`src/rtl/ssp_pkg.sv`:
```
package ssp_pkg;

  localparam int ADDR_W = 12;

  // register offsets inside the 4 KB window
  localparam logic [ADDR_W-1:0] OFF_FRAME = 12'h000;
  localparam logic [ADDR_W-1:0] OFF_MODE  = 12'h004;
  localparam logic [ADDR_W-1:0] OFF_DATA  = 12'h008;
  localparam logic [ADDR_W-1:0] OFF_STAT  = 12'h00C;
  localparam logic [ADDR_W-1:0] OFF_DIV   = 12'h010;
  localparam logic [ADDR_W-1:0] OFF_IEN   = 12'h014;
  localparam logic [ADDR_W-1:0] OFF_RAW   = 12'h018;
  localparam logic [ADDR_W-1:0] OFF_MSK   = 12'h01C;
  localparam logic [ADDR_W-1:0] OFF_XFER  = 12'h020;
  localparam logic [ADDR_W-1:0] OFF_IDBLK = 12'hFE0;

  // status bit positions
  localparam int ST_TXE  = 0;
  localparam int ST_TXNF = 1;
  localparam int ST_RXNE = 2;
  localparam int ST_RXF  = 3;
  localparam int ST_BUSY = 4;

  // raw interrupt bit positions
  localparam int IRQ_RXW = 2;
  localparam int IRQ_TXW = 3;

  typedef enum logic [3:0] {
    RG_FRAME, RG_MODE, RG_DATA, RG_STAT, RG_DIV,
    RG_IEN, RG_RAW, RG_MSK, RG_XFER, RG_ID, RG_NONE
  } reg_sel_e;

  function automatic logic [7:0] id_byte(input logic [2:0] idx);
    case (idx)
      3'd0:    return 8'h22;
      3'd1:    return 8'h10;
      3'd2:    return 8'h04;
      3'd3:    return 8'h00;
      3'd4:    return 8'h0D;
      3'd5:    return 8'hF0;
      3'd6:    return 8'h05;
      default: return 8'hB1;
    endcase
  endfunction

endpackage

```
`src/rtl/ssp_addr_dec.sv`:
```
module ssp_addr_dec
  import ssp_pkg::*;
(
  input  logic [ADDR_W-1:0] addr,
  output reg_sel_e          sel
);

  always_comb begin
    sel = RG_NONE;
    if (addr[1:0] == 2'b00) begin
      if (addr >= OFF_IDBLK) begin
        sel = RG_ID;
      end else begin
        case (addr)
          OFF_FRAME: sel = RG_FRAME;
          OFF_MODE:  sel = RG_MODE;
          OFF_DATA:  sel = RG_DATA;
          OFF_STAT:  sel = RG_STAT;
          OFF_DIV:   sel = RG_DIV;
          OFF_IEN:   sel = RG_IEN;
          OFF_RAW:   sel = RG_RAW;
          OFF_MSK:   sel = RG_MSK;
          OFF_XFER:  sel = RG_XFER;
          default:   sel = RG_NONE;
        endcase
      end
    end
  end

endmodule

```
`src/rtl/ssp_fifo.sv`:
```
module ssp_fifo #(
  parameter int W     = 16,
  parameter int DEPTH = 8,
  localparam int PW   = $clog2(DEPTH),
  localparam int CW   = PW + 1
) (
  input  logic          clk,
  input  logic          rst_n,
  input  logic          push,
  input  logic [W-1:0]  push_data,
  input  logic          pop,
  output logic [W-1:0]  head,
  output logic [CW-1:0] level
);

  localparam logic [CW-1:0] FULL_LVL = CW'(DEPTH);
  localparam logic [PW-1:0] LAST_IDX = PW'(DEPTH - 1);

  logic [W-1:0]  mem [DEPTH];
  logic [PW-1:0] wr_ptr_q, wr_ptr_d;
  logic [PW-1:0] rd_ptr_q, rd_ptr_d;
  logic [CW-1:0] cnt_q, cnt_d;
  logic          do_push, do_pop;

  always_comb begin
    do_push  = push && (cnt_q != FULL_LVL);
    do_pop   = pop && (cnt_q != '0);
    wr_ptr_d = wr_ptr_q;
    rd_ptr_d = rd_ptr_q;
    cnt_d    = cnt_q;
    if (do_push) wr_ptr_d = (wr_ptr_q == LAST_IDX) ? '0 : wr_ptr_q + 1'b1;
    if (do_pop)  rd_ptr_d = (rd_ptr_q == LAST_IDX) ? '0 : rd_ptr_q + 1'b1;
    case ({do_push, do_pop})
      2'b10:   cnt_d = cnt_q + 1'b1;
      2'b01:   cnt_d = cnt_q - 1'b1;
      default: cnt_d = cnt_q;
    endcase
  end

  always_ff @(posedge clk or negedge rst_n) begin
    if (!rst_n) begin
      wr_ptr_q <= '0;
      rd_ptr_q <= '0;
      cnt_q    <= '0;
    end else begin
      wr_ptr_q <= wr_ptr_d;
      rd_ptr_q <= rd_ptr_d;
      cnt_q    <= cnt_d;
    end
  end

  always_ff @(posedge clk) begin
    if (do_push) mem[wr_ptr_q] <= push_data;
  end

  assign head  = (cnt_q == '0) ? '0 : mem[rd_ptr_q];
  assign level = cnt_q;


  level_bound_chk: assert property (@(posedge clk) disable iff (!rst_n)
    level <= FULL_LVL);


  full_drop_chk: assert property (@(posedge clk) disable iff (!rst_n)
    (level == FULL_LVL && push && !pop) |=> (level == FULL_LVL));


  both_ways_chk: assert property (@(posedge clk) disable iff (!rst_n)
    (push && pop && level != '0 && level != FULL_LVL) |=> $stable(level));


  empty_pop_chk: assert property (@(posedge clk) disable iff (!rst_n)
    (level == '0 && pop && !push) |=> (level == '0));

endmodule

```
`src/rtl/ssp_status.sv`:
```
module ssp_status
  import ssp_pkg::*;
#(
  parameter int DEPTH = 8,
  localparam int CW   = $clog2(DEPTH) + 1
) (
  input  logic [CW-1:0] tx_lvl,
  input  logic [CW-1:0] rx_lvl,
  input  logic [3:0]    ien,
  output logic [4:0]    stat,
  output logic [3:0]    raw,
  output logic          irq
);

  localparam logic [CW-1:0] FULL_LVL = CW'(DEPTH);
  localparam logic [CW-1:0] HALF_LVL = CW'(DEPTH / 2);

  always_comb begin
    stat          = '0;
    stat[ST_TXE]  = (tx_lvl == '0);
    stat[ST_TXNF] = (tx_lvl != FULL_LVL);
    stat[ST_RXNE] = (rx_lvl != '0);
    stat[ST_RXF]  = (rx_lvl == FULL_LVL);
    stat[ST_BUSY] = (tx_lvl != '0);
    raw           = '0;
    raw[IRQ_RXW]  = (rx_lvl >= HALF_LVL);
    raw[IRQ_TXW]  = (tx_lvl <= HALF_LVL);
    irq           = |(raw & ien);
  end

endmodule

```
`src/rtl/ssp_regfile.sv`:
```
module ssp_regfile
  import ssp_pkg::*;
#(
  parameter int DW    = 16,
  parameter int DEPTH = 8
) (
  input  logic              clk,
  input  logic              rst_n,
  input  logic              bus_en,
  input  logic              bus_we,
  input  logic [ADDR_W-1:0] bus_addr,
  input  logic [DW-1:0]     bus_wdata,
  output logic [DW-1:0]     bus_rdata,
  output logic              bus_err,
  output logic              irq,
  output logic [3:0]        port_mode,
  input  logic              tx_pop,
  output logic [DW-1:0]     tx_data,
  output logic              tx_valid,
  input  logic              rx_push,
  input  logic [DW-1:0]     rx_data,
  output logic              rx_ready
);

  localparam int CW = $clog2(DEPTH) + 1;
  localparam logic [CW-1:0] FULL_LVL = CW'(DEPTH);

  reg_sel_e      sel;
  logic          wr_acc, rd_acc;
  logic [DW-1:0] frame_q, frame_d;
  logic [3:0]    mode_q, mode_d;
  logic [7:0]    div_q, div_d;
  logic [3:0]    ien_q, ien_d;
  logic          err_q, err_d;
  logic [DW-1:0] fmask;
  logic [CW-1:0] tx_lvl, rx_lvl;
  logic [DW-1:0] rx_head;
  logic [4:0]    stat;
  logic [3:0]    raw;

  ssp_addr_dec u_dec (
    .addr (bus_addr),
    .sel  (sel)
  );

  assign wr_acc = bus_en && bus_we;
  assign rd_acc = bus_en && !bus_we;
  assign fmask  = DW'((32'd2 << frame_q[3:0]) - 32'd1);

  ssp_fifo #(.W(DW), .DEPTH(DEPTH)) u_txq (
    .clk       (clk),
    .rst_n     (rst_n),
    .push      (wr_acc && sel == RG_DATA),
    .push_data (bus_wdata & fmask),
    .pop       (tx_pop),
    .head      (tx_data),
    .level     (tx_lvl)
  );

  ssp_fifo #(.W(DW), .DEPTH(DEPTH)) u_rxq (
    .clk       (clk),
    .rst_n     (rst_n),
    .push      (rx_push),
    .push_data (rx_data),
    .pop       (rd_acc && sel == RG_DATA),
    .head      (rx_head),
    .level     (rx_lvl)
  );

  ssp_status #(.DEPTH(DEPTH)) u_stat (
    .tx_lvl (tx_lvl),
    .rx_lvl (rx_lvl),
    .ien    (ien_q),
    .stat   (stat),
    .raw    (raw),
    .irq    (irq)
  );

  // register next state
  always_comb begin
    frame_d = frame_q;
    mode_d  = mode_q;
    div_d   = div_q;
    ien_d   = ien_q;
    err_d   = bus_en && (sel == RG_NONE);
    if (wr_acc) begin
      case (sel)
        RG_FRAME: frame_d = bus_wdata;
        RG_MODE:  mode_d  = bus_wdata[3:0];
        RG_DIV:   div_d   = bus_wdata[7:0];
        RG_IEN:   ien_d   = bus_wdata[3:0];
        default:  ;
      endcase
    end
  end

  always_ff @(posedge clk or negedge rst_n) begin
    if (!rst_n) begin
      frame_q <= '0;
      mode_q  <= '0;
      div_q   <= '0;
      ien_q   <= '0;
      err_q   <= 1'b0;
    end else begin
      frame_q <= frame_d;
      mode_q  <= mode_d;
      div_q   <= div_d;
      ien_q   <= ien_d;
      err_q   <= err_d;
    end
  end

  // read mux
  always_comb begin
    bus_rdata = '0;
    if (rd_acc) begin
      case (sel)
        RG_FRAME: bus_rdata = frame_q;
        RG_MODE:  bus_rdata = DW'(mode_q);
        RG_DATA:  bus_rdata = rx_head;
        RG_STAT:  bus_rdata = DW'(stat);
        RG_DIV:   bus_rdata = DW'(div_q);
        RG_IEN:   bus_rdata = DW'(ien_q);
        RG_RAW:   bus_rdata = DW'(raw);
        RG_MSK:   bus_rdata = DW'(raw & ien_q);
        RG_ID:    bus_rdata = DW'(id_byte(bus_addr[4:2]));
        default:  bus_rdata = '0;
      endcase
    end
  end

  assign bus_err   = err_q;
  assign port_mode = mode_q;
  assign tx_valid  = (tx_lvl != '0);
  assign rx_ready  = (rx_lvl != FULL_LVL);


  err_cause_chk: assert property (@(posedge clk) disable iff (!rst_n)
    bus_err |-> $past(bus_en));


  quiet_bus_chk: assert property (@(posedge clk) disable iff (!rst_n)
    (bus_rdata != '0) |-> rd_acc);


  irq_enable_chk: assert property (@(posedge clk) disable iff (!rst_n)
    irq |-> (ien_q != '0));


  busy_match_chk: assert property (@(posedge clk) disable iff (!rst_n)
    tx_valid == stat[ST_BUSY]);


  tx_full_chk: assert property (@(posedge clk) disable iff (!rst_n)
    (!stat[ST_TXNF] && wr_acc && sel == RG_DATA && !tx_pop) |=> !stat[ST_TXNF]);

endmodule

```
`config.mk`:
```
export PLATFORM = sky130hd
export DESIGN_NAME = ssp_regfile
export DESIGN_NICKNAME = d
export VERILOG_FILES = /design/src/rtl/ssp_pkg.sv /design/src/rtl/ssp_addr_dec.sv /design/src/rtl/ssp_fifo.sv /design/src/rtl/ssp_status.sv /design/src/rtl/ssp_regfile.sv
export SDC_FILE = /design/constraint.sdc
export NUM_CORES = 1
export LEC_CHECK = 0
export ABC_AREA = 1
export BUFFER_PORTS_ARGS = -buffer_cell sky130_fd_sc_hd__buf_2
export CORE_ASPECT_RATIO = 1.4
export CORE_MARGIN = 4
export CORE_UTILIZATION = 55
export CTS_CLUSTER_SIZE = 30
export DETAILED_ROUTE_END_ITERATION = 10
export PLACE_DENSITY = 0.8
export SLEW_MARGIN = 30
export SYNTH_ARGS = -nofsm -noshare
export SYNTH_HDL_FRONTEND = slang
export SYNTH_SLANG_ARGS = --single-unit
```
`constraint.sdc`:
```
create_clock -name clk -period 3.6 [get_ports clk]
set_input_delay 0.18 -clock clk [delete_from_list [all_inputs] [get_ports clk]]
set_output_delay 0.18 -clock clk [all_outputs]
set_load 0.01 [all_outputs]
```
# Yosys cells after proc, flatten, opt, wreduce, memory -nomap -nowiden
# Memories as Yosys holds them, arrays and structs flattened.
# Cells that the tools add are included.
# totals
reg_bits,53
ram_bits,256
inputBits,50
output_inout_bits,40
word_cells,106
mem_count,2
# classes
addsub,9
n_lt_le_gt_ge,3
n_eq_ne,34
n_shift,1
mux,18
bitwise_logic,3
reduce_logical,25
# mem_list
name,depth,word_bits,read_ports,rd_clocked_by_memory_dff,wr,line_no,text
u_rxq.mem,8,16,1,0,1,ssp_fifo.sv:19,logic [W-1:0] mem [DEPTH];
u_txq.mem,8,16,1,0,1,ssp_fifo.sv:19,
# ops
operator,count
$pmux W16 S9,1
$pmux W8 S7,1
$eq A12 B5 Y1 const B,4
$mux W16,3
$pmux W4 S9,1
$eq A12 B4 Y1 const B,2
$eq A3 B3 Y1 const B,7
$and A16 B16 Y16,1
$eq A4 B3 Y1 const B,4
$pmux W4 S2,2
$shl A2 B4 Y16 const A,1
$sub A16 B1 Y16 const B,1
$add A3 B1 Y3 const B,4
$eq A12 B3 Y1 const B,1
$eq A12 B6 Y1 const B,1
$eq A4 B4 Y1 const B,3
$ge A12 B12 Y1 const B,1
$logic_not A12 Y1,1
$logic_not A4 Y1,3
$mux W3,4
$logic_and A1 B1 Y1,9
$add A4 B1 Y4 const B,2
$and A4 B4 Y4,2
$eq A4 B2 Y1 const B,2
other kinds (18),32

# Logic depth before layout (Yosys ltp)
# logic_depth
ltp_word,9
depth_mapped,19
ltp_nobuf,19

# Modules after synthesis
# Synthesis repeated with hierarchy kept, for this count alone.
# hier_totals
cells_unflattened,1360
area_unflattened_um2,14139.8
# by_module_without_submodules
mod,instances,cells_each,area_each_um2,seq_area_each_um2
ssp_fifo at u_txq,1,463,5763.0,4093.9
ssp_fifo at u_rxq,1,466,5704.2,4093.9
ssp_regfile,1,353,2283.4,825.8
ssp_addr_dec,1,54,277.8,0.0
ssp_status,1,24,111.4,0.0

# Worst setup path before layout
# Ideal clock, no wire load.
# synth_path
path_kind,in2reg
startpoint,input port bus_addr[1]
endpoint,memory u_txq.mem[2][0] (enable)
setup_ps,409
t_arrival_ps,2487
required_ps,3191
path_slack_ps,703
cell_stages,9
path_buffers,0
cell_sequence,or2_4 nor2_8 nand3_1 nand2_2 a21oi_1 nor2_1 nand3_2 or2_1 nor3_1
# synth_via
elab_chain_len,9
elab_cells_between_ends,19
cone_classes,order compare (1); eq/ne (9); mux (5); reduce/logical (4)
# synth_lines
item,line_no,text
from (decl),ssp_regfile.sv:11,"input logic [ADDR_W-1:0] bus_addr,"
branches (longest 3 deep; another with $ge A12 B12 Y1),--,
$mux W4 (*),ssp_addr_dec.sv:10,if (addr[1:0] == 2'b00) begin
$eq A4 B2 Y1 (*),ssp_regfile.sv:53,".push (wr_acc && sel == RG_DATA),"
$logic_and A1 B1 Y1 (*),ssp_regfile.sv:53,
$logic_and A1 B1 Y1 (*),ssp_fifo.sv:26,do_push = push && (cnt_q != FULL_LVL);
$mux W1 (*),ssp_fifo.sv:53,if (do_push) mem[wr_ptr_q] <= push_data;
$mux W1 (implied by the code) (*),ssp_fifo.sv:53,
to (decl),ssp_fifo.sv:19,
# Mark *: on every way between the ends.

# Worst setup path after layout
# layout_path
startpoint,register u_rxq.rd_ptr_q[0]
endpoint,output port bus_rdata[7]
# layout_via
elab_chain_len,4
# layout_lines
item,line_no,text
from (decl),ssp_fifo.sv:21,"logic [PW-1:0] rd_ptr_q, rd_ptr_d;"
from (signal assigned),ssp_fifo.sv:47,rd_ptr_q <= rd_ptr_d;
$mem_v2 Z8 W16,--,
$mux W16,ssp_fifo.sv:56,assign head = (cnt_q == '0) ? '0 : mem[rd_ptr_q];
$pmux W16 S9,ssp_regfile.sv:117,case (sel)
$mux W16,ssp_regfile.sv:116,if (rd_acc) begin
to (decl),ssp_regfile.sv:13,"output logic [DW-1:0] bus_rdata,"
# Every way passes these cells.

==> results by group <==
Hold path
  – Worst hold endpoint: div_q[6]
  – Worst hold path startpoint: bus_wdata[6]
  – Cells on Worst Hold Path: 3
  – Type of the most critical hold path: input port to register

STA
  – RSZ-0062 raised after global routing: no
  – # setup viols final: 0
  – Least-Margin Pin Slew: 0.782 ns
  – Period utilisation layout: 79.9%
  – Max Slew Vio Count: 0
  – Final hold vios: 0
  – Clock skew after layout: around 0.011 ns
  – Setup_tns: 0 ns
  – Fmax: roughly 0.35 GHz
  – Hold_ws: 0.0189 ns
  – Min Tclk post-route: between 2 and 3 ns
  – Relative slew slack: around 48%

Power
  – Worst VDD drop: 0.452 mV
  – Pleak: between 0.005 and 0.006 uW
  – Power Density: roughly 590 mW/mm^2

Logic synthesis
  – EDFF count, synth: 256
  – Area contributors post-synth: edfxtp_1 (57%), dfrtp_1 (9.8%), nor2_1 (7.0%)
  – Post-synthesis mux area share: less than 1%
  – Yosys cell types: 45
  – Synthesized flop and latch total: about 310
  – Sequential area share after synthesis: 66.9%
  – Syn nets: 1288
  – Synth Area in XOR/XNOR: less than 1%
  – Ys async rst share: 17.2%
  – Simple logic cell fraction of the synthesized area: between 10% and 20%
  – Largest family of logic cells by synthesized area: simple AND/OR/NAND/NOR gates
  – Post-synth top area share: a little under three fifths
  – Instance count of the mapped netlist: approximately 1200
  – Synth Area in Adders: 1.39%
  – Compound-Gate Fraction of Synth Area: between 10% and 20%
  – Post-Syn Area: approximately 0.013 sq mm
  – Synthesized area per cell: 11.0 sq um
  – Area leader, netlist: edfxtp_1
  – Top_reg_cell synth: edfxtp_1
  – Synth warnings: 0

Final layout
  – P&R area growth vs syn: 15.1%
  – Fill count: 1759
  – Ant. Diodes: 0
  – Layout cells sized above 1: between 10% and 20%
  – Final cell count without fillers: ~1700
  – Nets: 1409

Worst setup path
  – Critical path cell sequence: inv_1, buf_4, o21ai_0, o22ai_1, nor2_1, a31oi_1, nand2_1, nand4_1, nand2_1, inv_1, buf_2
  – Worst EP required: approximately 3.4 ns
  – Crit path max-delay family: buffers and inverters
  – FF-to-FF End: u_txq.mem[7][7]
  – Worst path max stage delay: approximately 0.43 ns
  – Kind of critical path: register to primary output
  – R2R cell count: 10
  – Reg-to-reg slack, setup: between 0.8 and 0.9 ns
  – RR Startpoint: frame_q[3]
  – Endpoint class of the critical path: primary output
  – Startpoint types: register
  – Slowest-stage cell, CP: buf_4
  – WP data arrival: between 2 and 3 ns
  – CP Max Fanout: 40
  – CP Buf/Inv Count: 4

Clocking
  – TritonCTS buffer count: 27
  – Num Clock Sinks: between 300 and 400
  – Clock H-tree levels: 1
  – Clock-pin transition on the worst setup and hold timing paths: approximately 0.060 ns
  – CTS tree: built
  – CTS Hold Bufs: 28
  – Clock root buffer: clkbuf_16
  – Clk Latency, worst-skew pair: roughly 0.53 ns
  – Setup bufs post-CTS: 0
  – Clk buf depth: 3
  – Post-CTS sizing: 0

Floorplanning
  – Die height: ~190 um
  – Die span in x: between 100 and 150 um
  – Initial core utilization: between 50% and 60%
  – Core area: roughly 0.024 sq mm
  – IO Count: 90
  – Full die area: 0.0271 sq mm
  – Row Count: 67

Detailed routing
  – TritonRoute pass-1 iters: 5
  – Routed vias: between 9000 and 10000
  – WL final: 31100 um
  – DRT iter0 DRCs: between 700 and 800
  – Drc violations: 0
  – Final ANT Viol Nets: 0
  – Mean number of vias per cell: between 5 and 6
  – Wire per inst: 18.5 um

Global routing
  – Gr usage total: between 20 and 25%
  – GRT Residual Overflow: 0
  – Initial antenna violation count: 0
  – First-pass GRT wire length: 49400 um
  – Largest net degree at the start of global routing: between 60 and 70
  – Vias in the first global route: between 9000 and 10000

Placement
  – GPL Wtd Cong: 0.912
  – Placed cells: approximately 1600
  – PortBufs: 89
  – HPWL after detailed placement: a little over 20000 um

Status
  – Status: finished clean

Run
  – Max-Cap Viols: 0
[routing by layer]
metal  part of all wire (%)  GRT usage (%)  routed length, um
met5                      0              0                  0
met1                     37           28.1              11600
met3                    6.1           2.64               1900
met2                     52           39.0              16100
met4                    4.6           10.2               1420
[area by class of cell]
class	instances	area, sq um	area share (%)
Sequential cell	309	9010	58.1
Multi-Input combinational cell	782	3990	25.7
Timing Repair Buffer	147	951	6.13
Clock buffer	35	726	4.68
Tap cell	310	388	2.50
Inverter	77	292	1.88
Clock inverter	14	158	1.02
[cell families (layout without fill, tap and decap cells)]
kind of cell / after synthesis / after routing
XOR/XNOR: 8 / 8
flip-flops: 309 / 309
multiplexers: 5 / 5
buffers and inverters: 132 / 273
adder cells (fa/ha/maj): 15 / 15
AO/OA/AOI/OAI: 299 / 299
AND/OR/NAND/NOR: 455 / 455
[state kept, by name (all words and copies together) (netlist names)]
register,count
port_mode,4
u_txq.rd_ptr_q,3
u_txq.wr_ptr_q,3
u_txq.level,4
u_rxq.level,4
u_rxq.mem,128
ien_q,4
div_q,8
u_rxq.rd_ptr_q,3
bus_err,1
u_txq.mem,128
frame_q,16
u_rxq.wr_ptr_q,3
[Yosys cell counts (3+ instances only)]
master and number:
a21oi_1 28, a31oi_1 19, buf_2 5, clkbuf_1 48, dfrtp_1 53, edfxtp_1 256, ha_1 15, inv_1 70
inv_2 5, mux2_2 5, nand2_1 124, nand2_2 8, nand2_4 4, nand3_1 26, nand4_1 7, nand4_2 5
nor2_1 253, nor3_1 13, o211ai_1 3, o211ai_2 8, o21ai_0 188, o21ai_2 9, o22ai_1 38, xnor2_1 6
[stage by stage]
step,cell area (sq um),power [uW],util [%],setup WS (ns)
floorplan,13500,5650,-,0.703
global placement,14400,6340,59.6,0.935
detailed placement,14400,6410,59.7,0.849
CTS,15500,9270,64.5,0.721
global route,15500,9650,64.5,0.506
finish,15500,9210,64.5,0.722
[tightest hold or removal path, delay by kind of cell]
kind	cells	cell delay (ns)
buffers and inverters	2	0.19
AO/OA/AOI/OAI	1	0.14
[layout by cell type, fill, tap and decap left out, types with 26 or more instances in the layout]
master | netlist | final
edfxtp_1 | 256 | 256
dlygate4sd3_1 | 0 | 28
buf_4 | 0 | 30
inv_1 | 70 | 70
dfrtp_1 | 53 | 52
o22ai_1 | 38 | 38
nor2_1 | 253 | 253
nand3_1 | 26 | 26
buf_2 | 5 | 89
a21oi_1 | 28 | 28
o21ai_0 | 188 | 188
clkbuf_16 | 0 | 27
nand2_1 | 124 | 124
[worst max path at each step]
stage                            startpoint         endpoint  slack, ns  cells past startpoint
after floorplan                 bus_addr[1]  u_txq.mem[2][0]       0.70                      9
after global placement          bus_addr[1]  u_txq.mem[4][2]       0.94                      9
after detailed placement        bus_addr[1]  u_txq.mem[4][0]       0.85                      9
after CTS                 u_rxq.rd_ptr_q[0]     bus_rdata[2]       0.72                     13
after global routing      u_rxq.rd_ptr_q[0]     bus_rdata[2]       0.51                     13
final                     u_rxq.rd_ptr_q[0]     bus_rdata[7]       0.72                     11
[power breakdown]
group	leakage (uW)	switching [uW]	internal [uW]
Sequential	0.00314	125	4150
Clock	0.000422	1220	1640
Combinational	0.00243	1370	704
Total	0.00600	2710	6500
Note: power is estimated with default switching activity, not from simulation.
